==> src/rtl/pio_fifo_pkg.sv <==
package pio_fifo_pkg;
  typedef struct packed {
    logic push;
    logic pop;
    logic flush;
    logic fromPer;
    logic tagCmd;
  } fifoStrobe_t;
endpackage

==> src/rtl/pio_fifo_store.sv <==
module pio_fifo_store
  import pio_fifo_pkg::*;
#(
  parameter int DEPTH = 16,
  parameter int BYTE_W = 8,
  localparam int AW = $clog2(DEPTH),
  localparam int CW = $clog2(DEPTH + 1)
) (
  input  logic              clk,
  input  logic              rstN,
  input  fifoStrobe_t       stb,
  input  logic [BYTE_W-1:0] hostByte,
  input  logic [BYTE_W-1:0] perByte,
  output logic [BYTE_W-1:0] headByte,
  output logic              headTag,
  output logic [CW-1:0]     count
);
  logic [BYTE_W:0] mem [DEPTH];
  logic [AW-1:0]   wrPtr, rdPtr;
  logic [BYTE_W:0] inWord;

  assign inWord = stb.fromPer ? {1'b0, perByte} : {stb.tagCmd, hostByte};

  function automatic logic [AW-1:0] nextPtr(input logic [AW-1:0] p);
    return (p == AW'(DEPTH - 1)) ? '0 : p + 1'b1;
  endfunction

  always_ff @(posedge clk) begin
    if (stb.push) mem[wrPtr] <= inWord;
  end

  always_ff @(posedge clk or negedge rstN) begin
    if (!rstN) begin
      wrPtr <= '0;
      rdPtr <= '0;
      count <= '0;
    end else if (stb.flush) begin
      wrPtr <= '0;
      rdPtr <= '0;
      count <= '0;
    end else begin
      if (stb.push) wrPtr <= nextPtr(wrPtr);
      if (stb.pop)  rdPtr <= nextPtr(rdPtr);
      case ({stb.push, stb.pop})
        2'b10:   count <= count + 1'b1;
        2'b01:   count <= count - 1'b1;
        default: count <= count;
      endcase
    end
  end

  assign headByte = mem[rdPtr][BYTE_W-1:0];
  assign headTag  = mem[rdPtr][BYTE_W];
endmodule

==> src/rtl/pio_fifo_ctl.sv <==
module pio_fifo_ctl
  import pio_fifo_pkg::*;
#(
  parameter int DEPTH = 16,
  localparam int CW = $clog2(DEPTH + 1),
  localparam int THR_W = $clog2(DEPTH) + 1
) (
  input  logic             clk,
  input  logic             rstN,
  input  logic             revDir,
  input  logic             dmaEnable,
  input  logic             svcMask,
  input  logic [THR_W-1:0] thresh,
  input  logic             errClear,
  input  logic             hostWrData,
  input  logic             hostWrCmd,
  input  logic             hostRd,
  input  logic             perPut,
  input  logic             perTake,
  input  logic [CW-1:0]    count,
  output fifoStrobe_t      stb,
  output logic             svcIrq,
  output logic             accessErr
);
  logic          prevDir;
  logic          pushReq, popReq, isFull, isEmpty, wantIrq;
  logic [CW-1:0] effThr, revNeed;

  assign isFull  = (count == CW'(DEPTH));
  assign isEmpty = (count == '0);

  // Threshold fold: anything at or above DEPTH-1 acts as DEPTH-1.
  assign effThr  = (thresh >= THR_W'(DEPTH - 1)) ? CW'(DEPTH - 1) : CW'(thresh);
  assign revNeed = CW'(DEPTH) - effThr;

  assign pushReq = revDir ? perPut : (hostWrData | hostWrCmd);
  assign popReq  = revDir ? hostRd : perTake;

  always_comb begin
    stb         = '0;
    stb.flush   = (revDir != prevDir);
    stb.fromPer = revDir;
    stb.tagCmd  = hostWrCmd & ~hostWrData;
    stb.push    = pushReq & ~isFull & ~stb.flush;
    stb.pop     = popReq & ~isEmpty & ~stb.flush;
  end

  always_comb begin
    wantIrq = 1'b0;
    if (!dmaEnable && !svcMask)
      wantIrq = revDir ? (count >= revNeed) : (count <= effThr);
  end

  always_ff @(posedge clk or negedge rstN) begin
    if (!rstN) begin
      prevDir   <= 1'b0;
      svcIrq    <= 1'b0;
      accessErr <= 1'b0;
    end else begin
      prevDir <= revDir;
      svcIrq  <= stb.flush ? 1'b0 : wantIrq;
      if (!stb.flush && ((pushReq && isFull) || (popReq && isEmpty)))
        accessErr <= 1'b1;
      else if (errClear)
        accessErr <= 1'b0;
    end
  end
endmodule

==> src/rtl/pio_thresh_fifo.sv <==
module pio_thresh_fifo
  import pio_fifo_pkg::*;
#(
  parameter int DEPTH = 16,
  parameter int BYTE_W = 8,
  localparam int CW = $clog2(DEPTH + 1),
  localparam int THR_W = $clog2(DEPTH) + 1
) (
  input  logic              clk,
  input  logic              rstN,
  input  logic              revDir,
  input  logic              dmaEnable,
  input  logic              svcMask,
  input  logic [THR_W-1:0]  thresh,
  input  logic              errClear,
  input  logic              hostWrData,
  input  logic              hostWrCmd,
  input  logic              hostRd,
  input  logic [BYTE_W-1:0] hostByteIn,
  input  logic              perPut,
  input  logic              perTake,
  input  logic [BYTE_W-1:0] perByteIn,
  output logic [BYTE_W-1:0] headByte,
  output logic              headIsCmd,
  output logic              fifoFull,
  output logic              fifoEmpty,
  output logic              svcIrq,
  output logic              accessErr
);
  fifoStrobe_t   stb;
  logic [CW-1:0] count;

  pio_fifo_ctl #(.DEPTH(DEPTH)) ctl_i (
    .clk(clk), .rstN(rstN), .revDir(revDir), .dmaEnable(dmaEnable),
    .svcMask(svcMask), .thresh(thresh), .errClear(errClear),
    .hostWrData(hostWrData), .hostWrCmd(hostWrCmd), .hostRd(hostRd),
    .perPut(perPut), .perTake(perTake), .count(count), .stb(stb),
    .svcIrq(svcIrq), .accessErr(accessErr)
  );

  pio_fifo_store #(.DEPTH(DEPTH), .BYTE_W(BYTE_W)) store_i (
    .clk(clk), .rstN(rstN), .stb(stb), .hostByte(hostByteIn),
    .perByte(perByteIn), .headByte(headByte), .headTag(headIsCmd),
    .count(count)
  );

  assign fifoFull  = (count == CW'(DEPTH));
  assign fifoEmpty = (count == '0);
endmodule

==> config.mk <==
export PLATFORM = sky130hd
export DESIGN_NAME = pio_thresh_fifo
export DESIGN_NICKNAME = d
export VERILOG_FILES = /design/src/rtl/pio_fifo_pkg.sv /design/src/rtl/pio_fifo_store.sv /design/src/rtl/pio_fifo_ctl.sv /design/src/rtl/pio_thresh_fifo.sv
export SDC_FILE = /design/constraint.sdc
export NUM_CORES = 1
export LEC_CHECK = 0
export ABC_AREA = 1
export BUFFER_PORTS_ARGS = -buffer_cell sky130_fd_sc_hd__buf_2
export CORE_ASPECT_RATIO = 1.25
export CORE_MARGIN = 10
export CORE_UTILIZATION = 40
export CTS_CLUSTER_SIZE = 24
export DETAILED_ROUTE_END_ITERATION = 16
export PLACE_DENSITY = 0.62
export REMOVE_ABC_BUFFERS = 1
export SYNTH_ARGS = -nofsm -noshare
export SYNTH_HDL_FRONTEND = slang
export SYNTH_SLANG_ARGS = --single-unit
export TNS_END_PERCENT = 20
==> constraint.sdc <==
create_clock -name clk -period 2.2 [get_ports clk]
set_input_delay 0.22 -clock clk [delete_from_list [all_inputs] [get_ports clk]]
set_output_delay 0.22 -clock clk [all_outputs]
set_load 0.01 [all_outputs]
# After elaboration in Yosys (flattened, before gate mapping)
# Memory sizes are Yosys's and may differ from the RTL's.
# Cells that the tools add are included.
[word_totals] wordCells=63 rom_bits=0 reg_bits=16 n_memories=1 latchBits=0 out_inout_bits=13 in_bits=32 ramBits=144
[op_classes] n_lt_le_gt_ge=3 n_mul=0 reduce_logical=13 n_shift=0 div_mod_pow=0 n_eq_ne=6 muxes=19 n_addsub=5 bitwise=10
[memory_table] name="store_i.mem" words=16 width=9 read_ports=1 rd_clocked_by_memory_dff=0 write_ports=1 line="pio_fifo_store.sv:18" source="logic [BYTE_W:0] mem [DEPTH];"
[op_table] cell="$mux 4" count=6
[op_table] cell="$mux 5" count=2
[op_table] cell="$pmux 5 s2" count=1
[op_table] cell="$mux 1" count=9
[op_table] cell="$mux 9" count=1
[op_table] cell="$add 4x1->4 const B" count=2
[op_table] cell="$eq 4x4->1 const B" count=2
[op_table] cell="$reduce_bool 2->1" count=3
[op_table] cell="$add 5x1->5 const B" count=1
[op_table] cell="$and 1x1->1" count=5
[op_table] cell="$eq 5x5->1 const B" count=1
[op_table] cell="$ge 5x4->1 const B" count=1
[op_table] cell="$ge 5x5->1" count=1
[op_table] cell="$le 5x5->1" count=1
[op_table] cell="$logic_not 5->1" count=1
[op_table] cell="$sub 5x1->5 const B" count=1
[op_table] cell="$sub 5x5->5 const A" count=1
[op_table] cell="$logic_and 1x1->1" count=4
[op_table] cell="$not 1->1" count=4
[op_table] cell="$logic_not 1->1" count=3
[op_table] cell="$reduce_bool 3->1" count=1
[op_table] cell="$eq 2x1->1 const B" count=1
[op_table] cell="$eq 2x2->1 const B" count=1
[op_table] cell="$logic_or 1x1->1" count=1
[op_table] cell="2 further kinds" count=2

# Depth between registers and ports, before layout
# Gate-level depths: netlist of run 1.
[logic_depth] depth_word=7 mapped_depth=17

# By module
# A second synthesis of run 1 with hierarchy kept.
[hier_totals] cells_unflattened=643 hier_area_um2=7145.6
[by_module_without_submodules] module="pio_fifo_store" area_each_um2=6593.8 instances=1 cells_each=549
[by_module_without_submodules] module="pio_fifo_ctl" area_each_um2=529.3 instances=1 cells_each=88
[by_module_without_submodules] module="pio_thresh_fifo" area_each_um2=22.5 instances=1 cells_each=6

# Least setup slack after synthesis of run 1
# OpenSTA, ideal clock, no wires.
[synth_timing] path_type="flip-flop to flip-flop" start="reg store_i.count[0]" end="reg store_i.count[4]" setup_ps=116 slack_ps=40 stages_incl_launch_ff=17 t_arrival_ps=2043 synth_period_minus_slack_ps=2160 path_cell_list="dfrtp_1 nor2_1 nand4_1 nand3_2 inv_1 nand2_4 inv_1 fa_1 nand2_1 nand2_1 a21oi_1 or2_2 nand2_1 nand2_1 nand2_1 nand2_1 nand2_1"
[synth_between] elab_chain_cells=7 elab_cells_between_ends=15 classes_between="add/sub (2); eq/ne (3); mux (2); bitwise (6); reduce/logical (2)"
[synth_lines] element="start: declaration" line="pio_fifo_store.sv:16" source="output logic [CW-1:0] count"
[synth_lines] element="start signal: assignment" line="pio_fifo_store.sv:45" source="2'b10: count <= count + 1'b1;"
[synth_lines] element="start signal: assignment" line="pio_fifo_store.sv:46" source="2'b01: count <= count - 1'b1;"
[synth_lines] element="start signal: assignment" line="pio_fifo_store.sv:47" source="default: count <= count;"
[synth_lines] element="$eq 5x5->1 or $logic_not 5->1 (tied branches)" line="pio_fifo_ctl.sv:29, pio_fifo_ctl.sv:30"
[synth_lines] element="$not 1->1 (on tied branches)" line="pio_fifo_ctl.sv:44, pio_fifo_ctl.sv:45"
[synth_lines] element="$and 1x1->1 (on tied branches) (2 in a row)" line="pio_fifo_ctl.sv:44, pio_fifo_ctl.sv:45"
[synth_lines] element="$eq 2x1->1 or $eq 2x2->1 (tied branches)" line="pio_fifo_store.sv:44" source="case ({stb.push, stb.pop})"
[synth_lines] element="$pmux 5 s2" line="pio_fifo_store.sv:44"
[synth_lines] element="$mux 5" line="pio_fifo_store.sv:37" source="end else if (stb.flush) begin"
# Several ways; a longest one is shown, not always the timed one.
# A chain may end at the register's enable or synchronous reset.

# Worst setup path in the final report of run 1
[layout_timing] start="reg store_i.rdPtr[0]" end="out headByte[4]"
[layout_between] elab_chain_cells=1
[layout_lines] element="start: declaration" line="pio_fifo_store.sv:19" source="logic [AW-1:0] wrPtr, rdPtr;"
[layout_lines] element="start signal: assignment" line="pio_fifo_store.sv:43" source="if (stb.pop) rdPtr <= nextPtr(rdPtr);"
[layout_lines] element="$mem_v2 16x9"
[layout_lines] element="end: declaration" line="pio_thresh_fifo.sv:23" source="output logic [BYTE_W-1:0] headByte,"
# No other way between the ends.

==> results_dict.tcl, run 1 <==
set metrics [dict create \
    period_share 1.038 \
    num_rows 54 \
    num-fill-cells 1576 \
    antennaDiodeCount 0 \
    seq_area_frac_synth 0.6608 \
    synth.distinct_cells 41 \
    cp-end-kind "output port" \
    dr_total_vias 5157 \
    hold_depth 1 \
    cts_sinks 160 \
    crit_arrival_ns 2.06 \
    ios 45 \
    critPathLaunch "store_i.rdPtr[0]" \
    grt_pass1_vias 5193 \
    syn_to_final_growth_pct 21.11 \
    leakagePower_nw 3.433 \
    path_clk_slew_ns 0.06 \
    antenna_found_initial 0 \
    routed_wl_mm 17.80 \
    async_reset_ff_frac 0.1000 \
    path_cells "clkinv_4 -> buf_12 -> buf_8 -> o21ai_2 -> o22ai_1 -> or2_1 -> nand4_1 -> nand2_1 -> buf_2" \
    syn_inst 654 \
    start_util 0.4086 \
    drc 0 \
    synth_edf_count 144 \
    synth_area_um2 7149 \
    synth.top_cell.area_share 0.6048 \
    finalHoldViolCount 0 \
    clk_path_buf_depth 2 \
    timing.final.ws_setup_ns -0.08403 \
    irDropWorstVdd_mv 0.4721 \
    hold_path.startpoint "revDir" \
    fin_crit_ns 2.284 \
    portBuffers 44 \
    chipHeight_um 169.5 \
    outcome "finished with violations" \
    cts_max_level 4 \
    rsz0062_at_grt "true" \
    die_area_um2 23650 \
    fp.coreArea_um2 17500 \
    max_slew.worst_pin.slew_ns 0.7084 \
    final_antenna_net_count 0 \
    yosysTopAreaCell "edfxtp_1" \
    place_ws_ns 0.02665 \
    worstReg2RegStart "store_i.count[0]" \
    max_freq_mhz 437.8 \
    ys_seq_elements 160 \
    powerDensity_nw_per_um2 948.2 \
    path_depth 9 \
    gp_congestion 0.8759 \
    synth_ff_type "edfxtp_1" \
    grt_pass1_wl_mm 27.40 \
    drt_iter0_markers 365 \
    clk_latency_ns 0.42 \
    drive_gt1_frac 0.1965 \
    r2r_cells 15 \
    yosysWarningCount 0 \
    setup_viol 8 \
    viasPerCell 5.278 \
    cts_made_buffers 17 \
    hp-class "in2reg" \
    critPathTopFamily "buffers and inverters" \
    wl_per_cell_um 18.21 \
    drtPass1Iterations 5 \
    critPathRequiredTime_ns 1.98 \
    cap_violations 0 \
    layout.nets 789 \
    start_kind "flop" \
    synthTopCellsByArea "edfxtp_1 (60%), nand2_1 (7.8%), dfrtp_1 (5.6%)" \
    cp_slowest_cell "dfrtp_2" \
    maxSlewViolCount 0 \
    hold_ws_ns 0.03211 \
    grtUsageTotal 0.1478 \
    criticalPathCategory "reg2out" \
    cts_tree "yes" \
    syn_avg_cell_area_um2 10.93 \
    critPathMaxStageDelay_ns 0.44 \
    crit_fanout 6 \
    grt_max_degree 43 \
    cp_num_buf_inv 4 \
    grt_overflow_total 0 \
    skew_ns 0.005942 \
    failed_checks "setup timing" \
    place.detailed.hpwl_mm 11.81 \
    slew_headroom 0.5266 \
    die_w_um 139.6 \
    cts-root-buf "clkbuf_16" \
]
## cell families after synthesis
| logic type | share of synthesized area |
|---|---|
| and+or+nand+nor | 0.1776 |
| xor gates and xnor gates | 0.007177 |
| other | 0.0005245 |
| AOI/OAI and AO/OA | 0.08313 |
| adders and majority gates | 0.03080 |
| DFF | 0.6608 |
| buffers and inverters | 0.03990 |
## placed cells by master (no fill, tap or decap), types with 3 or more instances in the layout
master,synthesis,final
nand4_1,13,13
inv_1,37,35
nand2_1,149,149
edfxtp_1,144,144
buf_2,12,42
bufinv_16,0,3
or2_1,1,4
o211ai_1,7,7
clkinv_1,0,3
o21ai_0,50,40
clkinv_2,0,6
o22ai_1,17,17
o21ai_1,0,9
buf_4,0,41
buf_6,1,3
clkbuf_16,0,19
nor2_2,1,4
inv_2,4,4
nor2_1,81,78
nor3_1,10,10
xor2_1,3,3
buf_12,0,4
nand3_1,32,32
o2111ai_1,6,6
dfrtp_1,16,14
a21oi_1,12,11
ha_1,16,16
## routing by layer
metal  vias to the layer above  wire [um]  GRT usage
met3                        34       1136    0.03891
met4                         0        603    0.07149
met2                       174       8761     0.2458
met5                         -          0          0
met1                      2487       7293     0.1746
li1                       2462          -          -
## metrics by stage
stage / setup TNS, ns / total power [W] / std cells / instance area [um2] / util
after global placement: 0 / 0.005111 / 935 / 7860 / 0.4492
after CTS: -0.4017 / 0.008173 / 974 / 8577 / 0.4901
final: -0.4299 / 0.008210 / 977 / 8658 / 0.4948
after floorplan: -12.72 / 0.004447 / 625 / 7018 / -
after global routing: -1.526 / 0.008596 / 977 / 8658 / 0.4948
after detailed placement: 0 / 0.005160 / 935 / 7860 / 0.4492
## what timing repair did
action,CTS,global route
buffers inserted,4,1
endpoints found under the setup margin,9,10
gates cloned,1,2
endpoints found under the hold margin,17,0
pin swaps,6,5
hold buffers,2,0
gates resized for setup,25,12
## cells in the mapped netlist, types with 2 or more instances
cell type / instances
edfxtp_1: 144
nor3_1: 10
inv_2: 4
o21ai_0: 50
or2_0: 4
o22ai_1: 17
buf_2: 12
nand2_2: 2
nand4_1: 13
a21oi_1: 12
ha_1: 16
xor2_1: 3
o31ai_1: 2
nor2_1: 81
inv_1: 37
o2111ai_1: 6
nand2_1: 149
o211ai_1: 7
dfrtp_1: 16
clkbuf_1: 15
or2_2: 3
nand3_1: 32
## area by class of cell
| class | count | area [um2] | area share |
|---|---|---|---|
| Multi-Input combinational cell | 424 | 2162 | 0.2497 |
| Clock inverter | 14 | 147.6 | 0.01705 |
| Inverter | 41 | 162.7 | 0.01879 |
| Timing Repair Buffer | 96 | 749.5 | 0.08656 |
| Tap cell | 224 | 280.3 | 0.03237 |
| Clock buffer | 18 | 429.2 | 0.04957 |
| Sequential cell | 160 | 4727 | 0.5460 |
## where the power goes
part / switching (W) / internal (W) / total [W]
Combinational: 0.00113 / 0.000736 / 0.00187
Clock: 0.00110 / 0.00176 / 0.00286
Sequential: 0.0000516 / 0.00343 / 0.00348
## state kept, by name, indices dropped and copies added, names as in the netlist
| signal | cells |
|---|---|
| ctl_i.accessErr | 1 |
| ctl_i.prevDir | 1 |
| ctl_i.svcIrq | 1 |
| store_i.count | 5 |
| store_i.mem | 144 |
| store_i.rdPtr | 4 |
| store_i.wrPtr | 4 |
## worst paths after layout
check,slack [ns],to
max in group asynchronous,1.64,store_i.rdPtr[1]
hold reg to reg,0.53,ctl_i.accessErr
hold / removal,0.03,ctl_i.prevDir
min in group asynchronous,0.25,store_i.count[0]
setup reg to reg,0.07,store_i.count[4]
setup / recovery,-0.08,headByte[4]
No activity file was read; power rests on OpenSTA's default activity.
==> run 2: changes to the inputs <==
PLACE_DENSITY = 0.56   (was 0.62)
==> results_dict.tcl, run 2 (same netlist as run 1, synthesis figures left out) <==
set metrics [dict create \
    outcome "finished with violations" \
    failed_checks "setup timing" \
    cts_made_buffers 17 \
    timing.final.ws_setup_ns -0.08632 \
    finalHoldViolCount 0 \
    powerDensity_nw_per_um2 964.9 \
    cts_sinks 160 \
    largest-register "store_i.mem" \
    p_int_w 0.006219 \
    gp_congestion 0.8626 \
    viasPerCell 5.234 \
    maxSlewViolCount 0 \
    seq_area_um2 4727 \
    hold_path.startpoint "dmaEnable" \
    crit_arrival_ns 2.07 \
    setup_viol 9 \
    portBuffers 44 \
    cts_max_level 4 \
    dr_total_vias 5192 \
    cts_tree "yes" \
    final_cell_mix "nand2_1 (147), edfxtp_1 (144), nor2_1 (71), buf_4 (50), buf_2 (42)" \
    final_antenna_net_count 0 \
    worstReg2RegStart "store_i.count[0]" \
    grt_pass1_wl_mm 28.42 \
    fin_tns_setup_ns -0.6162 \
    antenna_found_initial 0 \
    period_share 1.039 \
    chipHeight_um 169.5 \
    slew_headroom 0.4696 \
    grt_max_degree 48 \
    die_w_um 139.6 \
    antennaDiodeCount 0 \
    num_rows 54 \
    clk_latency_ns 0.42 \
    cp-end-kind "output port" \
    die_area_um2 23650 \
    leakagePower_nw 3.534 \
    grt_pass1_vias 5116 \
    cts-root-buf "clkbuf_16" \
    critPathLaunch "store_i.rdPtr[0]" \
    final_core_util 0.5128 \
    fin_crit_ns 2.286 \
    layout_commonest_cell "nand2_1" \
    routed_wl_mm 19.05 \
    switching_share 0.2818 \
    p_seq_frac 0.403 \
    place_ws_ns 0.03271 \
    critPathRequiredTime_ns 1.98 \
    drt_iter0_markers 471 \
    wl_per_cell_um 19.20 \
    cap_violations 0 \
    num-fill-cells 1553 \
    max_slew.worst_pin.slew_ns 0.7937 \
    ios 45 \
    path_clk_slew_ns 0.06 \
    multi_input_area_um2 2265 \
    rsz0062_at_grt "true" \
    top_regs "store_i.mem (144), store_i.count (5)" \
    layout.nets 804 \
    clkPwrFrac 0.350 \
    max_freq_mhz 437.4 \
    skew_ns 0.004628 \
    crit_fanout 8 \
    drtPass1Iterations 5 \
    total_power_w 0.008659 \
    start_util 0.4086 \
    grtUsageTotal 0.1529 \
    place.detailed.hpwl_mm 12.08 \
    final_cells 992 \
    fp.coreArea_um2 17500 \
    start_kind "flop" \
    largest_register_ffs 144 \
    syn_to_final_growth_pct 25.52 \
    placed_cells 937 \
    hp-class "in2reg" \
    power_frac_comb 0.247 \
    drc 0 \
    grt_overflow_total 0 \
    drive_gt1_frac 0.2383 \
    irDropWorstVdd_mv 0.3950 \
    p_switching_w 0.002440 \
    criticalPathCategory "reg2out" \
    clk_path_buf_depth 2 \
]
-- run 2: cell types whose count changed in the layout (fill, tap and decap cells not counted), sizes merged --
cell and delta:
clkinv -8, clkinvlp +3, buf +10, bufbuf -1, bufinv +1, dlygate4sd3 +1, clkbuf +9
-- run 2: critical path: stages, from the launching register on --
cell and delay, ns:
dfrtp_2 0.50, inv_8 0.16, buf_12 0.14, nor2_2 0.03, o22ai_1 0.17, or2_4 0.14
nand4_1 0.21, nand2_1 0.18, buf_6 0.11
-- run 2: power by group through the flow --
stage,clock [W],sequential (W),combinational (W)
2_1_floorplan,0,0.00362,0.000827
3_3_place_gp,0,0.00353,0.00162
3_5_place_dp,0,0.00353,0.00165
4_1_cts,0.00306,0.00348,0.00173
5_1_grt,0.00320,0.00350,0.00234
6_report,0.00303,0.00349,0.00214
-- run 2: what timing repair did --
item | CTS | global route
setup endpoints to repair | 9 | 10
cloned | 1 | 9
hold buffers | 3 | 0
pin swaps | 4 | 20
endpoints found under the hold margin | 18 | 0
gates resized for setup | 12 | 47
buffers inserted | 2 | 9
-- run 2: stage by stage --
stage	area (um2)	hold slack [ns]
after floorplan	7018	-0.07559
after global placement	7893	0.1587
after detailed placement	7893	0.1653
after CTS	8620	0.06684
after global routing	8974	0.1049
final	8974	0.07857
-- run 2: final timing paths --
| path | endpoint | slack (ns) | cells past startpoint |
|---|---|---|---|
| worst max-delay path | headByte[1] | -0.09 | 8 |
| worst min register to register | ctl_i.accessErr | 0.54 | 2 |
| min in group asynchronous | store_i.count[0] | 0.25 | 2 |
| max in group asynchronous | store_i.rdPtr[1] | 1.63 | 2 |
| worst max register to register | store_i.count[4] | 0.08 | 16 |
| worst min-delay path | ctl_i.svcIrq | 0.08 | 4 |
-- run 2: final cells by class --
| type | instances | area share |
|---|---|---|
| Multi-Input combinational cell | 424 | 0.2524 |
| Inverter | 41 | 0.01882 |
| Sequential cell | 160 | 0.5268 |
| Clock inverter | 10 | 0.01799 |
| Clock buffer | 22 | 0.04950 |
| Tap cell | 224 | 0.03123 |
| Timing Repair Buffer | 111 | 0.1033 |
-- run 2: per-layer routing --
| layer | vias to the layer above | wire length [um] | track usage |
|---|---|---|---|
| li1 | 2494 | - | - |
| met5 | - | 0 | 0 |
| met2 | 152 | 9473 | 0.2561 |
| met3 | 34 | 833 | 0.03359 |
| met4 | 0 | 567 | 0.05351 |
| met1 | 2512 | 8174 | 0.1911 |
